<file path="src/rtl/pfg_pkg.sv">
package pfg_pkg;
    localparam int unsigned WORD_W  = 32;
    localparam int unsigned QUANT_W = 16;
    localparam int unsigned BE_W    = 2;

    localparam logic [WORD_W-1:0]  DST_HEAD   = 32'h0180_C200;
    localparam logic [15:0]        DST_TAIL   = 16'h0001;
    localparam logic [WORD_W-1:0]  CTRL_WORD  = 32'h8808_0001;
    localparam logic [BE_W-1:0]    BE_ALL     = 2'b00;
endpackage

</file>
<file path="src/rtl/pfg_word_map.sv">
module pfg_word_map
    import pfg_pkg::*;
#(
    parameter int unsigned WORDS = 15,
    parameter int unsigned IDX_W = 4
) (
    input  logic [IDX_W-1:0]   idx_i,
    input  logic [QUANT_W-1:0] quant_i,
    output logic [WORD_W-1:0]  data_o,
    output logic               sop_o,
    output logic               eop_o,
    output logic [BE_W-1:0]    be_o
);
    localparam logic [IDX_W-1:0] LAST_IDX = IDX_W'(WORDS - 1);

    always_comb begin
        data_o = '0;
        unique case (idx_i)
            IDX_W'(0): data_o = DST_HEAD;
            IDX_W'(1): data_o = {DST_TAIL, 16'h0000};
            IDX_W'(3): data_o = CTRL_WORD;
            IDX_W'(4): data_o = {quant_i, {(WORD_W-QUANT_W){1'b0}}};
            default:   data_o = '0;
        endcase
        sop_o = (idx_i == '0);
        eop_o = (idx_i == LAST_IDX);
        be_o  = BE_ALL;
    end
endmodule

</file>
<file path="src/rtl/pfg_seq.sv">
module pfg_seq
    import pfg_pkg::*;
#(
    parameter int unsigned WORDS = 15,
    parameter int unsigned IDX_W = 4
) (
    input  logic               clk,
    input  logic               rst_n,
    input  logic               req_i,
    input  logic [QUANT_W-1:0] quant_i,
    input  logic               ready_i,
    output logic               wr_o,
    output logic [IDX_W-1:0]   idx_o,
    output logic [QUANT_W-1:0] quant_o,
    output logic               busy_o
);
    localparam logic [IDX_W-1:0] LAST_IDX = IDX_W'(WORDS - 1);

    typedef struct packed {
        logic               active;
        logic               pend;
        logic [IDX_W-1:0]   idx;
        logic [QUANT_W-1:0] quant;
        logic [QUANT_W-1:0] pend_quant;
    } seq_state_t;

    seq_state_t st_d, st_q;
    logic       take;
    logic       last_take;

    always_comb begin
        st_d      = st_q;
        take      = st_q.active && ready_i;
        last_take = take && (st_q.idx == LAST_IDX);

        if (!st_q.active) begin
            if (req_i) begin
                st_d.active = 1'b1;
                st_d.idx    = '0;
                st_d.quant  = quant_i;
            end
        end else if (last_take) begin
            if (req_i || st_q.pend) begin
                st_d.idx   = '0;
                st_d.quant = req_i ? quant_i : st_q.pend_quant;
                st_d.pend  = 1'b0;
            end else begin
                st_d.active = 1'b0;
            end
        end else begin
            if (take) begin
                st_d.idx = st_q.idx + 1'b1;
            end
            if (req_i) begin
                st_d.pend       = 1'b1;
                st_d.pend_quant = quant_i;
            end
        end
    end

    always_ff @(posedge clk) begin
        if (!rst_n) begin
            st_q <= '0;
        end else begin
            st_q <= st_d;
        end
    end

    assign wr_o    = take;
    assign idx_o   = st_q.idx;
    assign quant_o = st_q.quant;
    assign busy_o  = st_q.active;

    AST_STALL_HOLD: assert property (@(posedge clk) disable iff (!rst_n)
        (st_q.active && !ready_i) |=> $stable(st_q.idx));
    AST_BUSY_ON_REQ: assert property (@(posedge clk) disable iff (!rst_n)
        (req_i && !busy_o) |=> busy_o);
    AST_IDLE_AFTER_LAST: assert property (@(posedge clk) disable iff (!rst_n)
        (wr_o && (idx_o == LAST_IDX) && !st_q.pend && !req_i) |=> !busy_o);
    AST_RESTART_FROM_ZERO: assert property (@(posedge clk) disable iff (!rst_n)
        (wr_o && (idx_o == LAST_IDX) && (st_q.pend || req_i)) |=> (busy_o && idx_o == '0));
endmodule

</file>
<file path="src/rtl/pause_frame_gen.sv">
module pause_frame_gen
    import pfg_pkg::*;
#(
    parameter int unsigned FRAME_BYTES = 60
) (
    input  logic               clk,
    input  logic               rst_n,
    input  logic               req_i,
    input  logic [15:0]        pause_time_i,
    input  logic               sink_ready_i,
    output logic               wr_o,
    output logic [31:0]        data_o,
    output logic [1:0]         be_o,
    output logic               sop_o,
    output logic               eop_o,
    output logic               busy_o
);
    localparam int unsigned WORDS = FRAME_BYTES / (WORD_W / 8);
    localparam int unsigned IDX_W = $clog2(WORDS);

    logic [IDX_W-1:0]   idx;
    logic [QUANT_W-1:0] quant;

    pfg_seq #(.WORDS(WORDS), .IDX_W(IDX_W)) u_seq (
        .clk     (clk),
        .rst_n   (rst_n),
        .req_i   (req_i),
        .quant_i (pause_time_i),
        .ready_i (sink_ready_i),
        .wr_o    (wr_o),
        .idx_o   (idx),
        .quant_o (quant),
        .busy_o  (busy_o)
    );

    pfg_word_map #(.WORDS(WORDS), .IDX_W(IDX_W)) u_map (
        .idx_i   (idx),
        .quant_i (quant),
        .data_o  (data_o),
        .sop_o   (sop_o),
        .eop_o   (eop_o),
        .be_o    (be_o)
    );

    AST_MARKERS_EXCL: assert property (@(posedge clk) disable iff (!rst_n)
        wr_o |-> !(sop_o && eop_o));
    AST_SOP_AFTER_EOP: assert property (@(posedge clk) disable iff (!rst_n)
        (wr_o && eop_o) |=> (!wr_o || sop_o));
    AST_WR_NEEDS_READY: assert property (@(posedge clk) disable iff (!rst_n)
        wr_o |-> (sink_ready_i && busy_o));
endmodule

</file>
<file path="config.mk">
export PLATFORM = sky130hd
export DESIGN_NAME = pause_frame_gen
export DESIGN_NICKNAME = d
export VERILOG_FILES = /design/src/rtl/pfg_pkg.sv /design/src/rtl/pfg_word_map.sv /design/src/rtl/pfg_seq.sv /design/src/rtl/pause_frame_gen.sv
export SDC_FILE = /design/constraint.sdc
export NUM_CORES = 1
export LEC_CHECK = 0
export BUFFER_PORTS_ARGS = -buffer_cell sky130_fd_sc_hd__clkbuf_2
export CAP_MARGIN = 40
export CORE_MARGIN = 5
export CORE_UTILIZATION = 33
export CTS_BUF_LIST = sky130_fd_sc_hd__clkbuf_8
export DETAILED_ROUTE_END_ITERATION = 8
export PLACE_DENSITY = 0.59
export SLEW_MARGIN = 15
export SYNTH_ARGS = -nofsm -noshare
export SYNTH_HDL_FRONTEND = slang
export SYNTH_SLANG_ARGS = --single-unit
</file>
<file path="constraint.sdc">
create_clock -name clk -period 3.6 [get_ports clk]
set_clock_uncertainty 0.05 [all_clocks]
set_input_delay 1.08 -clock clk [delete_from_list [all_inputs] [get_ports clk]]
set_output_delay 1.08 -clock clk [all_outputs]
set_load 0.02 [all_outputs]
</file>
# ---- Word level (Yosys, flattened, before mapping)
# Index checks and enable logic that the tools add are counted.
dict set report totals {
  elab_cells 39
  ff_bits 38
  input_bits 20
  out_inout_bits 38
}
dict set report classes {
  n_reduce_logical 10
  eq_ne 9
  add_sub_neg 1
  n_bitwise 1
  mux 13
}
# operator count
set ops {}
lappend ops {{$pmux W32 S4} 1}
lappend ops {{$mux W20} 2}
lappend ops {{$mux W16} 2}
lappend ops {{$mux W21} 1}
lappend ops {{$reduce_and A3 Y1} 3}
lappend ops {{$ne A2 B2 Y1 const B} 3}
lappend ops {{$ne A3 B3 Y1 const B} 2}
lappend ops {{$mux W1} 5}
lappend ops {{$mux W5} 1}
lappend ops {{$add A4 B1 Y4 const B} 1}
lappend ops {{$eq A4 B1 Y1 const B} 1}
lappend ops {{$eq A4 B2 Y1 const B} 1}
lappend ops {{$eq A4 B3 Y1 const B} 1}
lappend ops {{$eq A4 B4 Y1 const B} 1}
lappend ops {{$logic_not A4 Y1} 1}
lappend ops {{$mux W4} 1}
lappend ops {{$reduce_bool A2 Y1} 2}
lappend ops {{$logic_and A1 B1 Y1} 2}
lappend ops {{$reduce_and A2 Y1} 1}
lappend ops {{$logic_or A1 B1 Y1} 1}
lappend ops {{$not A1 Y1} 1}

# ---- Logic depth before layout (Yosys ltp)
# Gate-level depths: netlist of run 1.
dict set report depth {
  word_depth 4
  depth_mapped 8
  mapped_depth_nobuf 6
}

# ---- Modules after synthesis
# Synthesis of run 1 repeated with hierarchy kept, for this count alone.
dict set report unflattened {
  hier_cells 235
  area_unflattened_um2 2245.9
}
# mod n_inst area_each_um2 seq_area_each_um2 cells_each
set modules_own_cells {}
lappend modules_own_cells {pfg_seq 1 1869.3 760.7 183}
lappend modules_own_cells {pfg_word_map 1 376.6 0.0 52}

# ---- Worst setup path before layout of run 1
# OpenSTA, ideal clock, no wires.
dict set report synth_timing {
  path_type {reg2out}
  startpoint {register u_seq.st_q, in the netlist u_seq.idx_o[0]}
  endpoint {output data_o[19]}
  path_stages_with_launch 4
  path_buffers 0
  setup_slack_ns 0.960
  t_arrival_ns 1.510
  required_time_ns 2.470
  path_cell_list {dfxtp_1 ha_1 nor3b_1 a21o_1}
}
dict set report synth_between {
  elab_chain_len 2
  elab_cells_between_ends 5
  classes_between {eq/ne (3); mux (1); reduce/logical (1)}
}
# item line_no
set synth_lines {}
lappend synth_lines {{start: declaration} pfg_seq.sv:27} ;# seq_state_t st_d, st_q;
lappend synth_lines {{start signal: assignment} pfg_seq.sv:65} ;# st_q <= st_d;
lappend synth_lines {{$eq A4 B3 Y1 (tied with other cells)} pfg_word_map.sv:18} ;# unique case (idx_i)
lappend synth_lines {{$pmux W32 S4 (*)} pfg_word_map.sv:18}
lappend synth_lines {{end: declaration} pause_frame_gen.sv:12} ;# output logic [31:0] data_o,
# Every way passes the cells marked *; elsewhere a longest branch is shown, timed or not.

# ---- Worst setup path after layout of run 1
dict set report layout_timing {
  startpoint {register u_seq.st_q, in the netlist u_seq.idx_o[1]}
  endpoint {output data_o[18]}
}
# The elaborated chain is that of the path after synthesis.

==> impl_results.md, run 1 <==
* Run status: completed
* Buffering stage count on the worst path with inverters included at 2
* End point of the most critical hold path: u_seq.st_q[6]
* Initial antenna violation count at 0
* Clock share of power at 32.8%
* Most frequent cells in the layout: 43 x sky130_fd_sc_hd__clkbuf_2, 38 x sky130_fd_sc_hd__dfxtp_1, 36 x sky130_fd_sc_hd__nor2_1, 32 x sky130_fd_sc_hd__mux2i_1
* Worst Setup Start Kind: flop
* Net switching power at 0.000248 W
* Final total negative setup slack at 0 ns
* Antenna cell count at 0
* Fraction of power spent switching nets at 27.6%
* Tightest slew margin relative to the limit at 45.5%
* Overall track demand over capacity in global routing at 10.8%
* Dpl cells at 314
* Top fanout value on the critical path at 13
* Number of warning messages in the yosys log at 0
* Number of global-route vias before repair at 1482
* Critical path capture point type: primary output
* Post-synthesis cell area at 2020 µm²
* Ratio of cells with drive above 1 in the final layout at 30.0%
* Max-slew violation total from the final report at 0
* Number of standard-cell rows in the floorplan at 28
* Gp weighted congestion at 0.807
* Total via count in the routed design at 1488
* Worst endpoint data arrival time at 2.04 ns
* GRT overflow at 0
* Synth Flop Type: sky130_fd_sc_hd__dfxtp_1
* Leak Pwr at 1.09 nW
* Hold Vio Cnt, Final at 0
* Maximum capacitance violations at 0
* Hold crit path type: reg2reg
* Resized cells post-CTS at 0
* CTS tree: yes
* Initial standard-cell utilization of the core at 34.0%
* Area of the core region at 5960 µm²
* Die width at 88.3 µm
* Largest net degree at the start of global routing at 33
* Setup fix buffers added after clock tree synthesis at 0
* Mean number of vias per cell at 4.62
* Number of endpoints failing setup at the final stage at 0
* Fraction of power consumed by combinational cells at 16.0%
* Critical-path cell with the highest stage delay: sky130_fd_sc_hd__nor2_1
* RSZ-0062 raised after global routing: no
* Total die area at 7800 µm²
* Remaining routing DRC violations at 0
* Clk Latency, worst-skew pair at 0.29 ns
* Avg Synthesized Cell Area at 9.63 µm²
* Max Buffers Root-to-Sink at 2
* HPWL after DPL at 3.00 mm
* Sequential cell area fraction in the yosys report at 37.6%
* # clock sinks at 38
* Critical-path cell list: inv_1 -> ha_1 -> nand2b_1 -> nor2_1 -> and2_1 -> clkbuf_2
* Wire length of the first global-routing pass at 6.64 mm
* Count of fill cells added during filler insertion at 626
* Hold path depth at 2
* Peak per-stage delay on the critical path at 0.64 ns
* Number of search-and-repair iterations in the first detailed-routing pass at 4
* CP Class: reg2out
* Worst hold path startpoint: u_seq.st_q[6]
* Sequential share of power at 51.3%
* DR WL/cell at 12.7 µm
* Clock transition at the registers of the reported paths at 0.07 ns
* Worst R2R End: u_seq.quant_o[6]
* Commonest non-fill, non-tap cell in the layout: sky130_fd_sc_hd__clkbuf_2
* Worst reg-to-reg setup slack at 1.78 ns
* Async SR Flop Fraction at 0%
* Worst-margin pin slew at 0.815 ns
* Layout Nets at 270
* Growth of design area from synthesis to finish at 12.8%
* CP delay by family, top: simple AND/OR/NAND/NOR gates
* Number of top-level pins at 58
* Post-layout minimum cycle time at 3.17 ns
* Non-Filler Instances at 322
* Share of the clock period used by the worst path at 88.1%
* Synth unique cells at 33
* Count of hold-fix buffers inserted at cts at 0
* Flops & latches, synth at 38
* Share of the synthesized area in the top cell type at 37.6%
* Post-layout power at 0.000900 W
* Aggregate routed wire length at 4.10 mm
* Die height at 88.3 µm
* Count of H-tree levels built during CTS at 2
* Pwr dens at 394 nW/µm²
* Total internal power at 0.000651 W
* Clock tree root driver cell: sky130_fd_sc_hd__clkbuf_8
* Max Clk Rate at 0.315 GHz
* Reg-to-Reg Start: u_seq.idx_o[1]
* Buffers added on ports at 43
* Number of clock buffers inserted by TritonCTS at 5
* Largest area contributor in the synthesized netlist: sky130_fd_sc_hd__dfxtp_1
* Number of enable-type register cells in the synthesized netlist at 0
* Violation count after the first detailed-route iteration at 39
* Biggest area contributors in the synthesized netlist: sky130_fd_sc_hd__dfxtp_1 38%, sky130_fd_sc_hd__mux2i_1 16%, sky130_fd_sc_hd__a211oi_2 8.7%
* Logic depth of the worst register-to-register path at 6
* Required time worst endpoint at 2.47 ns
* Synthesized instance count at 210
* Worst vdd rail ir drop at 0.000143 V
* Routed Antenna Nets at 0
## worst register-to-register path, delay by kind of cell, from the launching register on
kind,cells,cell delay [ns]
buffers and inverters,1,0.36
AO/OA/AOI/OAI,2,0.38
flip-flops,1,0.41
AND/OR/NAND/NOR,2,0.26
adder cells (fa/ha/maj),1,0.29
## through the flow
| stage | setup WS, ns | utilization, % | hold WS [ns] | instance area (µm²) |
|---|---|---|---|---|
| finish | 0.427 | 38.3 | 0.449 | 2280 |
| global route | 0.263 | 38.3 | 0.482 | 2280 |
| CTS | 0.365 | 38.3 | 0.455 | 2280 |
| detailed placement | 0.685 | 36.8 | 0.434 | 2190 |
| global placement | 0.720 | 36.8 | 0.422 | 2190 |
| floorplan | 0.960 | - | 0.410 | 2070 |
## Yosys cell counts (2+ instances only)
cell / count
sky130_fd_sc_hd__a211oi_2: 14
sky130_fd_sc_hd__nor2_1: 36
sky130_fd_sc_hd__a21o_1: 3
sky130_fd_sc_hd__clkbuf_1: 4
sky130_fd_sc_hd__mux2i_1: 32
sky130_fd_sc_hd__nand3_1: 3
sky130_fd_sc_hd__nand2_1: 2
sky130_fd_sc_hd__dfxtp_1: 38
sky130_fd_sc_hd__inv_1: 7
sky130_fd_sc_hd__buf_6: 4
sky130_fd_sc_hd__buf_2: 2
sky130_fd_sc_hd__ha_1: 4
sky130_fd_sc_hd__a211oi_1: 2
sky130_fd_sc_hd__a21oi_1: 8
sky130_fd_sc_hd__and3_4: 2
sky130_fd_sc_hd__and2_1: 10
sky130_fd_sc_hd__buf_4: 20
sky130_fd_sc_hd__o21ai_0: 4
## metal layers
metal  global-route usage (%)  up-vias  part of all wire [%]
met5                        0        -                     0
met4                     4.95        0                   1.7
met3                     3.17        4                   6.8
met2                     19.9       32                    49
met1                     11.3      699                    42
li1                         -      753                     -
## cell type report
cell class	count	area (µm²)	share of cell area [%]
Sequential cell	38	761	33.3
Inverter	8	30.0	1.32
Clock inverter	2	8.76	0.384
Timing Repair Buffer	46	238	10.4
Tap cell	75	93.8	4.11
Clock buffer	6	82.6	3.62
Multi-Input combinational cell	147	1070	46.8
## flip-flops by register name, indices dropped and copies added (netlist names)
signal,flops
u_seq.st_q,17
u_seq.idx_o,4
u_seq.busy_o,1
u_seq.quant_o,16
## power by group through the flow
stage / sequential (W) / clock, W / combinational, W
3_3_place_gp: 0.000471 / 0 / 0.000143
4_1_cts: 0.000462 / 0.000308 / 0.000146
3_5_place_dp: 0.000472 / 0 / 0.000145
6_report: 0.000461 / 0.000295 / 0.000144
5_1_grt: 0.000465 / 0.000319 / 0.000161
2_1_floorplan: 0.000466 / 0 / 0.000131
## how the worst max path moves through the flow
stage,start,end,slack (ns),depth (start not counted)
4_1_cts,u_seq.idx_o[0],data_o[18],0.37,6
3_3_place_gp,u_seq.idx_o[0],data_o[18],0.72,6
5_1_grt,u_seq.idx_o[0],data_o[18],0.26,6
6_report,u_seq.idx_o[1],data_o[18],0.43,6
3_5_place_dp,u_seq.idx_o[0],data_o[18],0.68,6
2_1_floorplan,u_seq.idx_o[0],data_o[19],0.96,3
## kinds of logic after synthesis
family / share of synthesized area, %
AND/OR/NAND/NOR: 15.4
buffers and inverters: 12.4
flip-flops: 37.6
AO/OA/AOI/OAI: 15.6
multiplexers: 16.4
adder cells (fa/ha/maj): 2.47
other: 0.185
Power figures use the tool's default switching activity.
==> run 2, diff against run 1 <==
--- a/config.mk
+++ b/config.mk
@@ -7,6 +7,7 @@
 export LEC_CHECK = 0
 export BUFFER_PORTS_ARGS = -buffer_cell sky130_fd_sc_hd__clkbuf_2
 export CAP_MARGIN = 40
+export CORE_ASPECT_RATIO = 0.9
 export CORE_MARGIN = 5
 export CORE_UTILIZATION = 33
 export CTS_BUF_LIST = sky130_fd_sc_hd__clkbuf_8
==> run 2 against run 1 <==
  * Combinational power about the same
  * Non-clock buffer count unchanged
  * Largest cell class unchanged
  * Die area about the same
  * Power decreased by 1.4%
  * Via count decreased by 1.9%
  * Clock power decreased by 4%
  * Routed wire length increased by 0.37%
  * Cell area decreased by 0.55%
  * Final cell count decreased by 1.6%
  * Worst setup slack improved by 0.31 ns
==> impl_results.md, run 2 (synthesis gave the netlist of run 1 again) <==
* Run status: completed
* GRT overflow at 0 (unchanged)
* Required time worst endpoint at 2.47 ns (about the same)
* Layout Nets at 270 (unchanged)
* Critical path capture point type: primary output
* Worst R2R End: u_seq.quant_o[5]
* Hold crit path type: reg2reg
* Number of search-and-repair iterations in the first detailed-routing pass at 4 (unchanged)
* Worst endpoint data arrival time at 1.73 ns (-0.31 ns)
* Timing endpoint of the critical path: data_o[31]
* Reg-to-Reg Start: u_seq.idx_o[0]
* Growth of design area from synthesis to finish at 12.2%
* Post-layout minimum cycle time at 2.86 ns (-0.310 ns)
* Dpl cells at 311 (-0.96%)
* Hold Vio Cnt, Final at 0 (unchanged)
* Worst Setup Start Kind: flop
* Slack of the critical path at 0.737 ns (+0.310 ns)
* Die height at 84.3 µm (-4.6%)
* Clock tree root driver cell: sky130_fd_sc_hd__clkbuf_8
* Pwr dens at 391 nW/µm² (-0.88%)
* Clk Latency, worst-skew pair at 0.28 ns (about the same)
* Number of clock buffers inserted by TritonCTS at 5 (unchanged)
* RSZ-0062 raised after global routing: no
* Largest net degree at the start of global routing at 33 (unchanged)
* Leak Pwr at 1.08 nW (-0.85%)
* Worst vdd rail ir drop at 0.000119 V (-17%)
* Remaining routing DRC violations at 0 (unchanged)
* Timing startpoint of the critical path: u_seq.idx_o[0]
* Maximum capacitance violations at 0 (unchanged)
* Count of H-tree levels built during CTS at 2 (unchanged)
* Resized cells post-CTS at 0 (unchanged)
* Share of the clock period used by the worst path at 79.5% (-8.6 points)
* Net switching power at 0.000240 W (-3.6%)
* Max Clk Rate at 0.349 GHz (+11%)
* HPWL after DPL at 3.02 mm (+0.60%)
* Violation count after the first detailed-route iteration at 33 (-15%)
* Worst reg-to-reg setup slack at 1.75 ns (-0.03 ns)
* Gp weighted congestion at 0.806 (about the same)
* Overall track demand over capacity in global routing at 10.9% (+0.059 points)
* Total via count in the routed design at 1460 (-1.9%)
* Max-slew violation total from the final report at 0 (unchanged)
* Die width at 92.5 µm (+4.8%)
* Count of hold-fix buffers inserted at cts at 0 (unchanged)
* Area of the core region at 6050 µm² (+1.5%)
* Non-Filler Instances at 317 (-1.6%)
* Number of endpoints failing setup at the final stage at 0 (unchanged)
* Ratio of cells with drive above 1 in the final layout at 29.8% (-0.16 points)
* Antenna cell count at 0 (unchanged)
* Number of flip-flops under the largest register name at 17 (unchanged)
* Total internal power at 0.000647 W (-0.60%)
* Mean number of vias per cell at 4.61 (-0.33%)
* Commonest non-fill, non-tap cell in the layout: sky130_fd_sc_hd__clkbuf_2
* Sequential share of power at 52.0% (+0.7 points)
* CTS tree: yes
* Number of top-level pins at 58 (unchanged)
* Final total negative setup slack at 0 ns (unchanged)
* Count of fill cells added during filler insertion at 634 (+1.3%)
* Fraction of power spent switching nets at 27.0% (-0.60 points)
* Logic depth of the worst register-to-register path at 7 (+1)
* Routed Antenna Nets at 0 (unchanged)
* # clock sinks at 38 (unchanged)
* Total die area at 7800 µm² (about the same)
* Most frequent cells in the layout: 43 x sky130_fd_sc_hd__clkbuf_2, 38 x sky130_fd_sc_hd__dfxtp_1, 36 x sky130_fd_sc_hd__nor2_1, 32 x sky130_fd_sc_hd__mux2i_1
* Initial standard-cell utilization of the core at 33.5% (-0.51 points)
* Top fanout value on the critical path at 13 (unchanged)
* Initial antenna violation count at 0 (unchanged)
* Buffers added on ports at 43 (unchanged)
* Max Buffers Root-to-Sink at 2 (unchanged)
* CP Class: reg2out
* Clock transition at the registers of the reported paths at 0.07 ns (about the same)
* Number of standard-cell rows in the floorplan at 27 (-3.6%)
* DR WL/cell at 13.0 µm (+1.9%)
* Wire length of the first global-routing pass at 6.87 mm (+3.4%)
* Worst Setup Slack post-DPL at 0.864 ns (+0.180 ns)
* Aggregate routed wire length at 4.11 mm (+0.37%)
* Largest register by flop count: u_seq.st_q
* Clock share of power at 31.8% (-1.0 points)
* Fraction of power consumed by combinational cells at 16.2% (+0.2 points)
* Setup fix buffers added after clock tree synthesis at 0 (unchanged)
* Number of global-route vias before repair at 1383 (-6.7%)
-- run 2: cell types whose count changed in the layout (fill, tap and decap cells not counted), sizes merged --
cell | previous run | this run
clkinv | 2 | 1
inv | 8 | 7
-- run 2: metrics by stage --
step                cell area, µm²  hold slack, ns  utilization [%]  power (W)
floorplan                     2070           0.410                -   0.000597
global placement              2190           0.421             36.2   0.000613
detailed placement            2190           0.430             36.2   0.000616
CTS                           2270           0.448             37.5   0.000900
global route                  2270           0.478             37.5   0.000937
finish                        2270           0.444             37.5   0.000887
-- run 2: worst min-delay path by stage --
stage / startpoint / end / slack [ns] / depth (start not counted)
floorplan: u_seq.st_q[0] / u_seq.st_q[0] / 0.41 / 2
global placement: u_seq.st_q[1] / u_seq.st_q[1] / 0.42 / 2
detailed placement: u_seq.st_q[3] / u_seq.st_q[3] / 0.43 / 2
CTS: u_seq.st_q[3] / u_seq.st_q[3] / 0.45 / 2
global route: u_seq.st_q[6] / u_seq.st_q[6] / 0.48 / 2
finish: u_seq.st_q[15] / u_seq.st_q[15] / 0.44 / 2
-- run 2: power by group through the flow --
stage	Sequential (W)	Clock [W]	Combinational (W)
after floorplan	0.000466	0	0.000131
after global placement	0.000470	0	0.000143
after detailed placement	0.000471	0	0.000145
after CTS	0.000461	0.000293	0.000146
after global routing	0.000465	0.000312	0.000160
final	0.000461	0.000282	0.000144
-- run 2: cell type report --
class | instances | area, µm² | share of cell area (%)
Clock buffer | 6 | 82.6 | 3.64
Inverter | 8 | 30.0 | 1.32
Multi-Input combinational cell | 147 | 1070 | 47.1
Sequential cell | 38 | 761 | 33.5
Tap cell | 72 | 90.1 | 3.97
Timing Repair Buffer | 46 | 238 | 10.5
-- run 2: routing by layer --
layer	vias up	wire length [µm]	global-route usage [%]
met5	-	0	0
li1	756	-	-
met3	4	293	3.49
met4	0	36	3.64
met1	657	2060	14.6
met2	43	1730	16.5
-- run 2: worst max-delay path: stages, from the launching register on --
cell and delay, ns:
sky130_fd_sc_hd__dfxtp_1 0.42, sky130_fd_sc_hd__inv_1 0.10, sky130_fd_sc_hd__ha_1 0.22, sky130_fd_sc_hd__nand2b_1 0.14, sky130_fd_sc_hd__nor2_1 0.06, sky130_fd_sc_hd__buf_4 0.17, sky130_fd_sc_hd__a21o_1 0.19, sky130_fd_sc_hd__clkbuf_2 0.15
